==> config.mk <==
export PLATFORM = sky130hd
export DESIGN_NAME = sysctl_bank
export DESIGN_NICKNAME = d
export VERILOG_FILES = /design/src/rtl/sysctl_pkg.sv /design/src/rtl/sysctl_keyreg.sv /design/src/rtl/sysctl_setclr.sv /design/src/rtl/sysctl_refcnt.sv /design/src/rtl/sysctl_bank.sv
export SDC_FILE = /design/constraint.sdc
export NUM_CORES = 1
export LEC_CHECK = 0
export ABC_AREA = 1
export CORE_MARGIN = 10
export CORE_UTILIZATION = 60
export DETAILED_ROUTE_END_ITERATION = 10
export HOLD_SLACK_MARGIN = 0.02
export PLACE_DENSITY = 0.83
export SLEW_MARGIN = 10
export SYNTH_ARGS = -nofsm -noshare
export SYNTH_HDL_FRONTEND = slang
export SYNTH_SLANG_ARGS = --single-unit
export TNS_END_PERCENT = 5
==> constraint.sdc <==
create_clock -name clk_i -period 2.2 [get_ports clk_i]
set_input_delay 0.44 -clock clk_i [delete_from_list [all_inputs] [get_ports clk_i]]
set_output_delay 0.44 -clock clk_i [all_outputs]
set_load 0.1 [all_outputs]
==> src/rtl/sysctl_pkg.sv <==
package sysctl_pkg;

  // Word addresses whose position is fixed by software.
  localparam int WA_ID      = 0;
  localparam int WA_PROC    = 1;
  localparam int WA_OSC     = 2;
  localparam int WA_CTRL    = 3;
  localparam int WA_STAT    = 4;
  localparam int WA_LOCK    = 5;
  localparam int WA_AUXOSC  = 7;
  localparam int WA_SDRAM   = 8;
  localparam int WA_INIT    = 9;
  localparam int WA_REFCNT  = 10;
  localparam int WA_FLAG0   = 12;  // bank g: set at WA_FLAG0+2g, clear at +1
  localparam int WA_SPD_LO  = 64;
  localparam int WA_SPD_HI  = 96;  // exclusive

  localparam logic [31:0] ID_VALUE    = 32'h411A_3001;
  localparam logic [31:0] STAT_VALUE  = 32'h0010_0000;
  localparam logic [15:0] UNLOCK_KEY  = 16'hA05F;
  localparam logic [31:0] OSC_INIT    = 32'h0100_0048;
  localparam logic [31:0] AUXOSC_INIT = 32'h0007_FEFF;
  localparam logic [31:0] SDRAM_INIT  = 32'h0001_1122;
  localparam logic [31:0] INIT_INIT   = 32'h0000_0112;

  localparam logic [31:0] CTRL_KEEP   = 32'h0000_0005;
  localparam int          CTRL_REMAP  = 2;
  localparam int          CTRL_RESET  = 3;

  localparam int          TAG_FIRST   = 73;
  localparam int          TAG_LEN     = 11;
  localparam logic [8*TAG_LEN-1:0] SPD_TAG = "CORE-MEMORY";

  // Size field merged into the SDRAM word at reset.
  function automatic logic [31:0] sdram_size_code(input int mem_mb);
    if (mem_mb >= 256)     return 32'h10;
    else if (mem_mb >= 128) return 32'h0C;
    else if (mem_mb >= 64)  return 32'h08;
    else if (mem_mb >= 32)  return 32'h04;
    return 32'h00;
  endfunction

  // Presence-detect table entry; only the tag bytes are non-zero.
  function automatic logic [7:0] spd_byte(input int idx);
    if (idx >= TAG_FIRST && idx < TAG_FIRST + TAG_LEN)
      return SPD_TAG[8*(TAG_FIRST + TAG_LEN - 1 - idx) +: 8];
    return 8'h00;
  endfunction

endpackage

==> src/rtl/sysctl_keyreg.sv <==
module sysctl_keyreg #(
  parameter int                DATA_W   = 32,
  parameter int                KEY_W    = 16,
  parameter logic [KEY_W-1:0]  KEY      = 16'hA05F,
  parameter logic [DATA_W-1:0] OSC_RST  = '0,
  parameter logic [DATA_W-1:0] AUX_RST  = '0
) (
  input  logic              clk_i,
  input  logic              rst_ni,
  input  logic              wr_lock_i,
  input  logic              wr_osc_i,
  input  logic              wr_aux_i,
  input  logic [DATA_W-1:0] wdata_i,
  output logic [KEY_W-1:0]  lock_o,
  output logic              unlocked_o,
  output logic [DATA_W-1:0] osc_o,
  output logic [DATA_W-1:0] aux_o
);

  logic [KEY_W-1:0]  lock_q, lock_d;
  logic [DATA_W-1:0] osc_q, osc_d, aux_q, aux_d;
  logic              open_w;

  assign open_w = (lock_q == KEY);

  always_comb begin
    lock_d = wr_lock_i ? wdata_i[KEY_W-1:0] : lock_q;
    osc_d  = (wr_osc_i && open_w) ? wdata_i : osc_q;
    aux_d  = (wr_aux_i && open_w) ? wdata_i : aux_q;
  end

  always_ff @(posedge clk_i or negedge rst_ni) begin
    if (!rst_ni) begin
      lock_q <= '0;
      osc_q  <= OSC_RST;
      aux_q  <= AUX_RST;
    end else begin
      lock_q <= lock_d;
      osc_q  <= osc_d;
      aux_q  <= aux_d;
    end
  end

  assign lock_o     = lock_q;
  assign unlocked_o = open_w;
  assign osc_o      = osc_q;
  assign aux_o      = aux_q;

endmodule

==> src/rtl/sysctl_setclr.sv <==
module sysctl_setclr #(
  parameter int W = 32
) (
  input  logic         clk_i,
  input  logic         rst_ni,
  input  logic         set_i,
  input  logic         clr_i,
  input  logic [W-1:0] data_i,
  output logic [W-1:0] q_o
);

  logic [W-1:0] q_q, q_d;

  always_comb begin
    q_d = q_q;
    if (set_i)      q_d = q_q | data_i;
    else if (clr_i) q_d = q_q & ~data_i;
  end

  always_ff @(posedge clk_i or negedge rst_ni) begin
    if (!rst_ni) q_q <= '0;
    else         q_q <= q_d;
  end

  assign q_o = q_q;

endmodule

==> src/rtl/sysctl_refcnt.sv <==
module sysctl_refcnt #(
  parameter int W = 32
) (
  input  logic         clk_i,
  input  logic         rst_ni,
  input  logic         tick_i,
  output logic [W-1:0] cnt_o
);

  logic [W-1:0] cnt_q, cnt_d;

  assign cnt_d = tick_i ? cnt_q + W'(1) : cnt_q;

  always_ff @(posedge clk_i or negedge rst_ni) begin
    if (!rst_ni) cnt_q <= '0;
    else         cnt_q <= cnt_d;
  end

  assign cnt_o = cnt_q;

endmodule

==> src/rtl/sysctl_bank.sv <==
module sysctl_bank
  import sysctl_pkg::*;
#(
  parameter int ADDR_W       = 7,
  parameter int DATA_W       = 32,
  parameter int KEY_W        = 16,
  parameter int MEM_MB       = 16,
  parameter int N_FLAG_BANKS = 2
) (
  input  logic              clk_i,
  input  logic              rst_ni,
  input  logic              tick_i,
  input  logic              wr_en_i,
  input  logic              rd_en_i,
  input  logic [ADDR_W-1:0] addr_i,
  input  logic [DATA_W-1:0] wdata_i,
  output logic [DATA_W-1:0] rdata_o,
  output logic              remap_o,
  output logic              rst_req_o
);

  localparam int                N_WORDS   = 1 << ADDR_W;
  localparam logic [DATA_W-1:0] SDRAM_RST = DATA_W'(SDRAM_INIT | sdram_size_code(MEM_MB));

  // Write decode: one-hot per word address.
  logic [N_WORDS-1:0] wr_hit;
  always_comb begin
    wr_hit = '0;
    if (wr_en_i) wr_hit[addr_i] = 1'b1;
  end

  // Keyed clock-synthesizer words.
  logic [KEY_W-1:0]  lock_q;
  logic              unlocked;
  logic [DATA_W-1:0] osc_q, aux_q;

  sysctl_keyreg #(
    .DATA_W (DATA_W),
    .KEY_W  (KEY_W),
    .KEY    (KEY_W'(UNLOCK_KEY)),
    .OSC_RST(DATA_W'(OSC_INIT)),
    .AUX_RST(DATA_W'(AUXOSC_INIT))
  ) u_keyreg (
    .clk_i     (clk_i),
    .rst_ni    (rst_ni),
    .wr_lock_i (wr_hit[WA_LOCK]),
    .wr_osc_i  (wr_hit[WA_OSC]),
    .wr_aux_i  (wr_hit[WA_AUXOSC]),
    .wdata_i   (wdata_i),
    .lock_o    (lock_q),
    .unlocked_o(unlocked),
    .osc_o     (osc_q),
    .aux_o     (aux_q)
  );

  // Set/clear flag banks.
  logic [DATA_W-1:0] flag_q [N_FLAG_BANKS];

  for (genvar g = 0; g < N_FLAG_BANKS; g++) begin : g_flags
    sysctl_setclr #(.W(DATA_W)) u_flags (
      .clk_i (clk_i),
      .rst_ni(rst_ni),
      .set_i (wr_hit[WA_FLAG0 + 2*g]),
      .clr_i (wr_hit[WA_FLAG0 + 2*g + 1]),
      .data_i(wdata_i),
      .q_o   (flag_q[g])
    );
  end

  // Reference counter.
  logic [DATA_W-1:0] cnt_q;

  sysctl_refcnt #(.W(DATA_W)) u_refcnt (
    .clk_i (clk_i),
    .rst_ni(rst_ni),
    .tick_i(tick_i),
    .cnt_o (cnt_q)
  );

  // Control, memory-configuration words, reset pulse and read data.
  logic [DATA_W-1:0] ctrl_q, ctrl_d, sdram_q, sdram_d, init_q, init_d;
  logic [DATA_W-1:0] rdata_q, rdata_d, rd_mux;
  logic              rst_req_q, rst_req_d;

  always_comb begin
    ctrl_d    = wr_hit[WA_CTRL]  ? (wdata_i & DATA_W'(CTRL_KEEP)) : ctrl_q;
    rst_req_d = wr_hit[WA_CTRL] & wdata_i[CTRL_RESET];
    sdram_d   = wr_hit[WA_SDRAM] ? wdata_i : sdram_q;
    init_d    = wr_hit[WA_INIT]  ? wdata_i : init_q;
  end

  always_comb begin
    rd_mux = '0;
    case (int'(addr_i))
      WA_ID:     rd_mux = DATA_W'(ID_VALUE);
      WA_PROC:   rd_mux = '0;
      WA_OSC:    rd_mux = osc_q;
      WA_CTRL:   rd_mux = ctrl_q;
      WA_STAT:   rd_mux = DATA_W'(STAT_VALUE);
      WA_LOCK:   rd_mux = DATA_W'({unlocked, lock_q});
      WA_AUXOSC: rd_mux = aux_q;
      WA_SDRAM:  rd_mux = sdram_q;
      WA_INIT:   rd_mux = init_q;
      WA_REFCNT: rd_mux = cnt_q;
      default:   rd_mux = '0;
    endcase
    for (int g = 0; g < N_FLAG_BANKS; g++) begin
      if (int'(addr_i) == WA_FLAG0 + 2*g) rd_mux = flag_q[g];
    end
    if (int'(addr_i) >= WA_SPD_LO && int'(addr_i) < WA_SPD_HI)
      rd_mux = DATA_W'(spd_byte(int'(addr_i)));
  end

  assign rdata_d = rd_en_i ? rd_mux : rdata_q;

  always_ff @(posedge clk_i or negedge rst_ni) begin
    if (!rst_ni) begin
      ctrl_q    <= '0;
      rst_req_q <= 1'b0;
      sdram_q   <= SDRAM_RST;
      init_q    <= DATA_W'(INIT_INIT);
      rdata_q   <= '0;
    end else begin
      ctrl_q    <= ctrl_d;
      rst_req_q <= rst_req_d;
      sdram_q   <= sdram_d;
      init_q    <= init_d;
      rdata_q   <= rdata_d;
    end
  end

  assign rdata_o   = rdata_q;
  assign remap_o   = ctrl_q[CTRL_REMAP];
  assign rst_req_o = rst_req_q;

endmodule

==> impl_summary.txt <==
----------------------------------------------------
[Outcome]
  Outcome ... completed

[Clock network]
  TritonCTS clock tree ... yes
  Clock-pin slew on the worst setup and hold paths ... 60 ps
  Root Buffer Master ... clkbuf_16
  Maximum clock path buffer count ... 3
  H-tree lvl count ... 1
  Count of clock tree sinks ... 275
  Clock buffers created by TritonCTS ... 28
  Clk Latency, worst-skew pair ... 560 ps

[Yosys]
  Total nets after synthesis ... roughly 1700
  Yosys warns ... 0
  Syn Inst Count ... about 1700
  Flop and latch count out of synthesis ... 275
  Mapped Avg Cell Area ... 8.004 µm²
  Post-Syn Area ... 13540 µm²
  Number of distinct library cells after synthesis ... 42
  Sequential-to-total area share from yosys stat ... between 50% and 60%

[Drt]
  Ratio of routed vias to standard cells ... 5.826
  DRC Markers ... 0
  WL per Instance ... 19.06 µm
  DRT iter0 DRCs ... about 1200
  Antenna violation net count after detailed routing ... 0
  Wire length after detailed routing ... 40700 µm
  First-pass detailed-route iteration total ... 8
  Routed via count ... about 12000

[Critical path]
  Slack of the worst reg-to-reg path ... about 330 ps
  R2R Path End ... u_keyreg.osc_o[30]
  Start of the worst register-to-register path ... u_keyreg.lock_o[9]
  Kind of end point of the critical path ... register
  Series of cell instances along the critical path ... clkdlybuf4s50_1 -> nor2_2 -> nand2_4 -> buf_4 -> nor2_4 -> nand2_1 -> nor2_2 -> buf_4 -> nand2_1 -> a21oi_1 -> a21oi_1
  Delay of the slowest cell on the worst path ... between 400 and 500 ps
  Critical path class ... in2reg
  Kind of launch point of the worst setup path ... primary input
  Length in cells of the worst reg-to-reg path ... 7
  Cell type of the slowest stage on the worst timing path ... clkdlybuf4s50_1
  Data arrival at the endpoint of the critical path ... approximately 2500 ps
  CP Max Fanout ... 12
  CP Data Required Time ... 2640 ps

[Placed design]
  Sum of net half-perimeters after detailed placement ... around 28000 µm
  Weighted congestion at the end of routability-driven global placement ... about 0.94
  Number of buffers inserted by port buffering ... 77
  Placed instance count ... about 2100

[Power and ir drop]
  Leakage power ... a little over 8 nW
  Power density of the placed cells ... 720.2 nW/µm²
  Max VDD drop ... 727.2 µV
  Power after layout ... 0.01171 W

[STA]
  Worst relative slew slack ... 62.53%
  Worst hold margin ... 451.4 ps
  Slew @ Worst Pin ... 557.8 ps
  Final count of hold timing violations ... 0
  Clk_skew ... 21.72 ps
  Final slew viol count ... 0
  RSZ-0062 raised after global routing ... false
  Count of final setup violators ... 0
  Top achievable clock speed ... slightly below 500 MHz
  Portion of the clock cycle consumed by the worst path in the final layout ... 93.82%
  Min Clock Period, post-route ... 2064 ps
  Total Neg Setup Slack ... 0 ps

[Die]
  Die height ... 170.2 µm
  Width of the die ... ~170 µm
  Initial Utilization ... 61.45%
  Placement row count ... between 50 and 60
  Core area ... about 22000 µm²
  I/O pin count ... 78
  Area enclosed by the die boundary ... 28970 µm²

[Hold path]
  Worst hold path type ... in2async

[Flow run]
  Maximum capacitance violations ... 0

[Global route]
  Number of global-route vias before repair ... 12400
  GR Overflow Total ... 0
  First-pass GRT wire length ... 65290 µm
  Total GRT Usage ... 27.89%
  Initial antenna violation count ... 0
  Maximum number of pins on one net before global-route repair ... 68

[Cells and area]
  Layout area overhead ... 20.14%
  Net total in the final layout ... about 1900
  Antenna Diode Count ... 0
  Top library cells by usage in the layout, fill and taps aside ... 513 x nand2_1, 246 x dfrtp_1, 161 x a21oi_1
  Filler instances ... 1619
  Proportion of layout cells with a drive suffix above 1 ... 15.15%
  Non-filler cells, final ... 2135
  Most frequent standard cell in the layout excluding fill and tap cells ... nand2_1

----------------------------------------------------
worst max-delay path by stage:
| stage | to | slack (ps) | startpoint | depth (start not counted) |
|---|---|---|---|---|
| 2_1_floorplan | rdata_o[3] | 430 | addr_i[3] | 13 |
| 3_3_place_gp | rdata_o[1] | -450 | addr_i[0] | 13 |
| 3_5_place_dp | rdata_o[1] | -460 | addr_i[0] | 13 |
| 4_1_cts | rdata_o[1] | 50 | addr_i[0] | 13 |
| 5_1_grt | rdata_o[6] | 9 | addr_i[2] | 13 |
| 6_report | register | 140 | addr_i[5] | 11 |
what timing repair did:
action,CTS,global route
endpoints found under the hold margin,50,0
setup endpoints to repair,0,1
hold buffers,1,0
setup buffers,0,0
resized for setup,0,2
synth_stat cells (all sizes together):
cell,instances,area [µm²]
clkbuf,31,120.1
and3,2,12.51
or2,1,6.260
xor2,23,201.4
inv,168,633.1
nor3,31,210.2
o211ai,4,30.03
nand3,47,245.2
buf,48,302.8
o21ai,228,1242
nor4,3,33.78
a21oi,161,805.8
xnor2,7,61.31
nand3b,3,22.52
dfstp,29,762.0
and2,1,6.260
a21boi,2,15.01
dfrtp,246,6156
nor2,113,483.0
nand2,519,1983
nand4,16,112.6
ha,5,62.56
nor3b,3,27.52
cell families after synthesis:
group                      share of synthesized area, %
xor gates and xnor gates                          1.941
and+or+nand+nor                                   23.22
buffers and inverters                             7.802
adders and majority gates                        0.4622
AOI/OAI and AO/OA                                 15.46
DFF                                               51.11
area by class of cell:
cell class	instances	area, µm²	area share [%]
timing repair buffer	191	1887	11.60
inverter	168	633.1	3.893
clock inverter	6	93.84	0.5771
tap	280	350.3	2.154
multi-input combinational	1169	5572	34.26
sequential	275	6918	42.54
clock buffer	46	808.3	4.970
per-stage QoR:
stage	instance area, µm²	worst slack (ps)	utilization [%]
after floorplan	13540	432.7	-
after global placement	15350	-454.5	69.67
after detailed placement	15350	-457.9	69.67
after CTS	16260	53.03	73.81
after global routing	16260	9.341	73.83
final	16260	135.9	73.83
routing by layer:
metal | track usage [%] | part of all wire (%) | vias to the layer above
met3 | 5.183 | 8.4 | 148
met5 | 0 | 0 | -
met2 | 46.29 | 47 | 606
li1 | - | - | 5717
met1 | 35.00 | 39 | 5967
met4 | 12.32 | 4.9 | 0
worst max-delay path: cells and delay by family:
| family | cells | cell delay, ps |
|---|---|---|
| AOI/OAI and AO/OA | 2 | 250 |
| buffers and inverters | 3 | 910 |
| and+or+nand+nor | 6 | 900 |
report_power, final:
part / internal (W) / total, W / switching, W
combinational: 0.000433 / 0.00130 / 0.000864
sequential: 0.00544 / 0.00568 / 0.000241
clock: 0.00274 / 0.00473 / 0.00199
total: 0.00861 / 0.0117 / 0.00310
(Power assumes the default switching activity.)
